`src/rtl/adc_rd_seq_pkg.sv`:
```
// Package: shared types for the converter read sequencer.
package adc_rd_seq_pkg;

    // Sequencer phases, in the order a normal transaction walks them.
    typedef enum logic [2:0] {
        ST_IDLE,
        ST_CV_SETUP,
        ST_CV_STROBE,
        ST_CV_WAIT,
        ST_RD_SETUP,
        ST_RD_ACCESS,
        ST_RD_RELEASE
    } seq_state_e;

endpackage

```
`src/rtl/seq_timer.sv`:
```
// Module: seq_timer
// Phase-length down-counter. Loading value N-1 makes the phase last N cycles.
// expired_o is high in the last cycle of the phase.
// Assumes the owner reloads it on every phase change.
module seq_timer #(
    parameter int CNT_W = 8
) (
    input  logic             clk,
    input  logic             rst_n,
    input  logic             load_i,
    input  logic [CNT_W-1:0] load_val_i,
    output logic             expired_o
);

    logic [CNT_W-1:0] cnt_q;

    // Load on phase entry, otherwise count down to zero and stop there.
    always_ff @(posedge clk) begin
        if (!rst_n) begin
            cnt_q <= '0;
        end else if (load_i) begin
            cnt_q <= load_val_i;
        end else if (cnt_q != '0) begin
            cnt_q <= cnt_q - 1'b1;
        end
    end

    assign expired_o = (cnt_q == '0);

endmodule

```
`src/rtl/seq_join.sv`:
```
// Module: seq_join
// Rebuilds a right-aligned result from the two byte reads.
// The upper byte is held and the upper bits of the lower byte are kept; the result
// register updates only on commit. Assumes the capture strobes fire in the last
// access cycle of each read.
module seq_join #(
    parameter int DW = 8,
    parameter int RW = 12
) (
    input  logic          clk,
    input  logic          rst_n,
    input  logic          cap_hi_i,
    input  logic          cap_lo_i,
    input  logic          commit_i,
    input  logic [DW-1:0] data_i,
    output logic [RW-1:0] result_o
);

    localparam int LOW_W = RW - DW;

    logic [DW-1:0]    hi_q;
    logic [LOW_W-1:0] lo_q;
    logic [RW-1:0]    res_q;

    // Hold the two captured pieces until they are committed.
    always_ff @(posedge clk) begin
        if (!rst_n) begin
            hi_q <= '0;
            lo_q <= '0;
        end else begin
            if (cap_hi_i) hi_q <= data_i;
            if (cap_lo_i) lo_q <= data_i[DW-1 -: LOW_W];
        end
    end

    // Publish the result once per completed sequence, otherwise hold it.
    always_ff @(posedge clk) begin
        if (!rst_n) begin
            res_q <= '0;
        end else if (commit_i) begin
            res_q <= {hi_q, lo_q};
        end
    end

    assign result_o = res_q;

endmodule

```
`src/rtl/adc_rd_seq.sv`:
```
// Module: adc_rd_seq (top)
// Host-side sequencer for one conversion and a two-byte readback.
// A request starts a convert strobe. The sequencer waits (by status poll or a fixed count),
// then does two reads and rebuilds the result.
// Assumes: stat_i is synchronous to clk, and the configuration inputs are static
// while busy_o is high.
module adc_rd_seq
    import adc_rd_seq_pkg::*;
#(
    parameter int CNT_W = 8,
    parameter int DW    = 8,
    parameter int RW    = 12
) (
    input  logic             clk,
    input  logic             rst_n,
    input  logic             req_i,
    input  logic             poll_mode_i,
    input  logic             cs_strobe_i,
    input  logic [CNT_W-1:0] setup_cyc_i,
    input  logic [CNT_W-1:0] hold_cyc_i,
    input  logic [CNT_W-1:0] access_cyc_i,
    input  logic [CNT_W-1:0] wait_cyc_i,
    input  logic [CNT_W-1:0] timeout_cyc_i,
    input  logic             stat_i,
    input  logic [DW-1:0]    data_i,
    output logic             ce_o,
    output logic             sel_n_o,
    output logic             rdcv_o,
    output logic             byte_sel_o,
    output logic             busy_o,
    output logic             done_o,
    output logic             err_o,
    output logic [RW-1:0]    result_o
);

    seq_state_e       state_q, state_d;
    logic [CNT_W-1:0] ld_val;
    logic             tmr_load, tmr_exp;
    logic             second_q;
    logic             done_q, err_q;
    logic             timeout_hit, last_release;
    logic             cap_hi, cap_lo;

    // Converts a cycle count into a timer load value; a count of zero acts as one cycle.
    function automatic logic [CNT_W-1:0] len_m1(input logic [CNT_W-1:0] n);
        return (n == '0) ? '0 : n - 1'b1;
    endfunction

    // Choose the next phase and the length to load for it.
    always_comb begin
        state_d = state_q;
        ld_val  = '0;
        unique case (state_q)
            ST_IDLE: if (req_i) begin
                state_d = ST_CV_SETUP;
                ld_val  = len_m1(setup_cyc_i);
            end
            ST_CV_SETUP: if (tmr_exp) begin
                state_d = ST_CV_STROBE;
                ld_val  = len_m1(hold_cyc_i);
            end
            ST_CV_STROBE: if (tmr_exp) begin
                state_d = ST_CV_WAIT;
                ld_val  = poll_mode_i ? len_m1(timeout_cyc_i) : len_m1(wait_cyc_i);
            end
            ST_CV_WAIT: begin
                if (poll_mode_i) begin
                    if (!stat_i) begin
                        state_d = ST_RD_SETUP;
                        ld_val  = len_m1(setup_cyc_i);
                    end else if (tmr_exp) begin
                        state_d = ST_IDLE;
                    end
                end else if (tmr_exp) begin
                    state_d = ST_RD_SETUP;
                    ld_val  = len_m1(setup_cyc_i);
                end
            end
            ST_RD_SETUP: if (tmr_exp) begin
                state_d = ST_RD_ACCESS;
                ld_val  = len_m1(access_cyc_i) + {{(CNT_W-1){1'b0}}, cs_strobe_i};
            end
            ST_RD_ACCESS: if (tmr_exp) begin
                state_d = ST_RD_RELEASE;
                ld_val  = len_m1(hold_cyc_i);
            end
            ST_RD_RELEASE: if (tmr_exp) begin
                state_d = second_q ? ST_IDLE : ST_RD_SETUP;
                ld_val  = len_m1(setup_cyc_i);
            end
            default: state_d = ST_IDLE;
        endcase
    end

    assign tmr_load     = (state_d != state_q);
    assign timeout_hit  = (state_q == ST_CV_WAIT) && poll_mode_i && stat_i && tmr_exp;
    assign last_release = (state_q == ST_RD_RELEASE) && tmr_exp && second_q;
    assign cap_hi       = (state_q == ST_RD_ACCESS) && tmr_exp && !second_q;
    assign cap_lo       = (state_q == ST_RD_ACCESS) && tmr_exp && second_q;

    // Phase register.
    always_ff @(posedge clk) begin
        if (!rst_n) state_q <= ST_IDLE;
        else        state_q <= state_d;
    end

    // Tracks which of the two reads is in progress.
    always_ff @(posedge clk) begin
        if (!rst_n || state_q == ST_IDLE)              second_q <= 1'b0;
        else if (state_q == ST_RD_RELEASE && tmr_exp)  second_q <= 1'b1;
    end

    // Done pulse and sticky timeout flag.
    always_ff @(posedge clk) begin
        if (!rst_n) begin
            done_q <= 1'b0;
            err_q  <= 1'b0;
        end else begin
            done_q <= last_release;
            if (state_q == ST_IDLE && req_i) err_q <= 1'b0;
            else if (timeout_hit)            err_q <= 1'b1;
        end
    end

    // Bus control levels for each phase.
    always_comb begin
        ce_o       = 1'b0;
        sel_n_o    = 1'b1;
        rdcv_o     = 1'b1;
        byte_sel_o = 1'b0;
        unique case (state_q)
            ST_CV_SETUP: begin
                sel_n_o = 1'b0;
                rdcv_o  = 1'b0;
            end
            ST_CV_STROBE: begin
                ce_o    = 1'b1;
                sel_n_o = 1'b0;
                rdcv_o  = 1'b0;
            end
            ST_RD_SETUP: begin
                byte_sel_o = second_q;
                ce_o       = cs_strobe_i;
                sel_n_o    = cs_strobe_i;
            end
            ST_RD_ACCESS: begin
                byte_sel_o = second_q;
                ce_o       = 1'b1;
                sel_n_o    = 1'b0;
            end
            ST_RD_RELEASE: byte_sel_o = second_q;
            default: ;
        endcase
    end

    seq_timer #(.CNT_W(CNT_W)) i_timer (
        .clk        (clk),
        .rst_n      (rst_n),
        .load_i     (tmr_load),
        .load_val_i (ld_val),
        .expired_o  (tmr_exp)
    );

    seq_join #(.DW(DW), .RW(RW)) i_join (
        .clk      (clk),
        .rst_n    (rst_n),
        .cap_hi_i (cap_hi),
        .cap_lo_i (cap_lo),
        .commit_i (last_release),
        .data_i   (data_i),
        .result_o (result_o)
    );

    assign busy_o = (state_q != ST_IDLE);
    assign done_o = done_q;
    assign err_o  = err_q;

    // an accepted request makes the block busy on the next cycle.
    p_accept_r1: assert property (@(posedge clk) disable iff (!rst_n)
        (!busy_o && req_i) |=> busy_o);

    // the conversion strobe is preceded by convert mode and select.
    p_cv_order_r2: assert property (@(posedge clk) disable iff (!rst_n)
        (ce_o && !sel_n_o && !rdcv_o) |-> ($past(!rdcv_o) && $past(!sel_n_o)));

    // a timeout leaves the block idle.
    p_err_idle_r5: assert property (@(posedge clk) disable iff (!rst_n)
        $rose(err_o) |-> !busy_o);

    // the byte select does not move while a read strobe is held.
    p_sel_stable_r6: assert property (@(posedge clk) disable iff (!rst_n)
        (ce_o && !sel_n_o && rdcv_o && $past(ce_o && !sel_n_o && rdcv_o)) |-> $stable(byte_sel_o));

    // done lasts a single cycle.
    p_done_pulse_r8: assert property (@(posedge clk) disable iff (!rst_n)
        done_o |=> !done_o);

endmodule

```
`config.mk`:
```
export PLATFORM = sky130hd
export DESIGN_NAME = adc_rd_seq
export DESIGN_NICKNAME = d
export VERILOG_FILES = /design/src/rtl/adc_rd_seq_pkg.sv /design/src/rtl/seq_timer.sv /design/src/rtl/seq_join.sv /design/src/rtl/adc_rd_seq.sv
export SDC_FILE = /design/constraint.sdc
export NUM_CORES = 1
export LEC_CHECK = 0
export ABC_AREA = 1
export BUFFER_PORTS_ARGS = -buffer_cell sky130_fd_sc_hd__buf_4
export CORE_MARGIN = 2
export CORE_UTILIZATION = 45
export CTS_BUF_LIST = sky130_fd_sc_hd__clkbuf_16
export DETAILED_ROUTE_END_ITERATION = 6
export PLACE_DENSITY_LB_ADDON = 0.12
export SYNTH_ARGS = -nofsm -noshare
export SYNTH_HDL_FRONTEND = slang
export SYNTH_SLANG_ARGS = --single-unit
export TNS_END_PERCENT = 5
```
`constraint.sdc`:
```
create_clock -name clk -period 4.86 [get_ports clk]
set_input_delay 0 -clock clk [delete_from_list [all_inputs] [get_ports clk]]
set_output_delay 0 -clock clk [all_outputs]
set_load 0.005 [all_outputs]
```
==> impl_metrics.tcl <==
set metrics [dict create \
    synth_ff_type "dfxtp_1" \
    fill_cells 701 \
    async_reset_ff_share_pct 0 \
    grt_max_degree 26 \
    cellInternalPower_mw 0.740 \
    synth_top_area_share_pct 24.2 \
    crit_chain "inv_1, ha_1, nand2_1, nor2_4, inv_2, nor2_2, nand2_1, nand2_1, a21oi_1" \
    via_per_inst 5.05 \
    crit_arrival_ns 2.74 \
    critPathTopFamily "simple AND/OR/NAND/NOR gates" \
    numClockSinks 38 \
    htreeDepth 2 \
    p_sw_share_pct 39.5 \
    fmax_mhz 385 \
    power.leakage_nw 1.95 \
    cts_buffers 5 \
    drive_gt1_share_pct 17.0 \
    worst-path-buf-inv 2 \
    die_y_um 87.6 \
    wl_um 8490 \
    area_growth_pct 26.5 \
    synthesis.nets 586 \
    slew_headroom_pct 61.8 \
    overflow 0 \
    wl_met1_um 4100 \
    first_iter_violations 105 \
    vias 3511 \
    layout.nets 663 \
    start_util_pct 46.3 \
    cts_resized 0 \
    rsz0062_at_grt "false" \
    crit_slowest_cell "nor2_4" \
    fin_crit_ns 2.60 \
    worst_clock_skew_ns 0.00428 \
    cts_setup_buffers 0 \
    dp_hpwl_um 6820 \
    worstMarginPinSlew_ns 0.571 \
    cts_root_buf "clkbuf_16" \
    clk-insertion-delay-late_ns 0.28 \
    p_sw_mw 0.483 \
    route.met3.wl_um 326 \
    die_w_um 87.6 \
    max_cap_viol_count 0 \
    synth_seq_cells 38 \
    first_pass_iters 5 \
    io-pin-count 73 \
    synth-seq-area-share_pct 24.2 \
    first_global_vias 3069 \
    slowest_delay_ns 0.48 \
    wl_per_cell_um 12.2 \
    power_density_nw_per_um2 307 \
    required_ns 5.01 \
    cts_hold_repair.buffers 8 \
    mappedNetlistArea_um2 3150 \
    critPathKind "reg2reg" \
    peakVddDrop_mv 0.196 \
    ys_types 36 \
    grt_pass1_wl_um 13700 \
    gr-usage-all-layers_pct 22.3 \
    slew_viol_final 0 \
    fp-row-count 30 \
    clock_tree.buffer_depth 2 \
    port_buffers 72 \
    gp_routability_congestion 0.899 \
    synth.area.top_cells "dfxtp_1 24%, nand2_1 13%, nand3_1 9.9%, nor2_1 9.8%, inv_1 7.9%" \
    clkPwrFrac_pct 25.3 \
    top_layer "met4" \
    postRouteAntennaNets 0 \
    cp-end-kind "flop" \
    tritoncts "yes" \
    yosysWarnings 0 \
    hold_class "in2reg" \
    yosys-top-cells-count "106 x nand2_1, 82 x nor2_1, 66 x inv_1" \
    setup_viol 0 \
    antenna_found_initial 0 \
    antenna_cells 0 \
    finalHoldViolCount 0 \
    seq_power_share_pct 31.0 \
    tns_ns 0 \
    critPathMostFrequentCell "nand2_1" \
    synth_area_leader_cell "dfxtp_1" \
    dieArea_um2 7680 \
    timing.final.crit_share_pct 53.4 \
    worstPathMaxFanout 25 \
    avgSynthCellArea_um2 6.04 \
    synthMostInstantiatedCell "nand2_1" \
    final_core_util_pct 58.6 \
    synth_edf_count 0 \
    path_clk_slew_ns 0.05 \
    p_comb_share_pct 43.7 \
    core_area_um2 6790 \
    status "finished clean" \
    drc 0 \
    met2_length_um 4000 \
    start_kind "flop" \
    synth_cells 521 \
]
## worst register-to-register path: stages, from the launching register on
cell,delay (ns)
dfxtp_1,0.31
inv_1,0.14
ha_1,0.18
nand2_1,0.08
nor2_4,0.48
inv_2,0.17
nor2_2,0.47
nand2_1,0.41
nand2_1,0.15
a21oi_1,0.07
## per-stage QoR
| stage | setup slack [ns] | std cells | instance area, um2 | power, mW | hold WS, ns |
|---|---|---|---|---|---|
| floorplan | 3.17 | 521 | 3150 | 0.772 | 0.134 |
| global placement | 2.42 | 679 | 3760 | 0.904 | 0.221 |
| detailed placement | 2.23 | 679 | 3760 | 0.911 | 0.230 |
| CTS | 2.25 | 695 | 3980 | 1.23 | 0.0629 |
| global route | 1.97 | 695 | 3980 | 1.31 | 0.0753 |
| finish | 2.26 | 695 | 3980 | 1.22 | 0.0725 |
## power groups by stage
stage	Combinational, mW	Sequential, mW	Clock (mW)
2_1_floorplan	0.397	0.375	0
3_3_place_gp	0.522	0.382	0
3_5_place_dp	0.528	0.384	0
4_1_cts	0.537	0.378	0.312
5_1_grt	0.604	0.382	0.328
6_report	0.534	0.378	0.309
## layout by cell type, fill, tap and decap left out, types with 2 or more instances in the layout
| cell | n |
|---|---|
| o21ai_1 | 3 |
| or2_2 | 2 |
| nand2_1 | 106 |
| nor2_2 | 4 |
| o31ai_1 | 4 |
| dfxtp_1 | 38 |
| o22ai_1 | 5 |
| clkbuf_16 | 5 |
| nand4_1 | 14 |
| o211ai_1 | 9 |
| nor2_4 | 2 |
| nand3_1 | 62 |
| buf_4 | 72 |
| a21oi_1 | 21 |
| nor3_1 | 13 |
| inv_2 | 6 |
| ha_1 | 11 |
| inv_1 | 66 |
| nor2_1 | 82 |
| xnor2_1 | 5 |
| nand3_2 | 2 |
| clkinv_1 | 2 |
| xor2_1 | 15 |
| dlygate4sd3_1 | 8 |
| nand2_2 | 2 |
| nand2_4 | 3 |
| o21ai_0 | 26 |
## final timing paths
| kind | cells after the start | start | slack (ns) | endpoint |
|---|---|---|---|---|
| worst max-delay path | 9 | i_timer.cnt_q[0] | 2.26 | i_join.result_o[3] |
| worst min-delay path | 3 | rst_n | 0.07 | i_join.hi_q[0] |
| worst max register to register | 9 | i_timer.cnt_q[0] | 2.26 | i_join.result_o[3] |
| worst min register to register | 2 | i_join.result_o[7] | 0.46 | i_join.result_o[7] |
## per-layer routing
layer | vias to the layer above | track usage, %
li1 | 1862 | -
met1 | 1575 | 30.6
met2 | 68 | 38.3
met3 | 6 | 3.11
met4 | 0 | 2.94
met5 | - | 0
## logic make-up after synthesis
family | count (synthesis) | synth area share (%)
buffers and inverters | 83 | 10.2
and+or+nand+nor | 295 | 42.1
DFF | 38 | 24.2
AOI/OAI and AO/OA | 74 | 13.6
xor gates and xnor gates | 20 | 5.56
adders and majority gates | 11 | 4.37
## sequential cells by signal, summed over array words and instances (netlist names)
signal           cells
i_join.hi_q          8
err_o                1
done_o               1
i_join.result_o     12
i_timer.cnt_q        8
i_join.lo_q          4
state_q              3
second_q             1
## layout make-up
type	count	area (um2)	share of cell area (%)
multi-input cells	400	2070	51.9
flip-flops and latches	38	761	19.1
repair buffers	80	621	15.6
inverters	73	274	6.88
clock buffers	5	125	3.14
well taps	96	120	3.02
clock inverters	3	16.3	0.408
No activity file was read; power rests on OpenSTA's default activity.
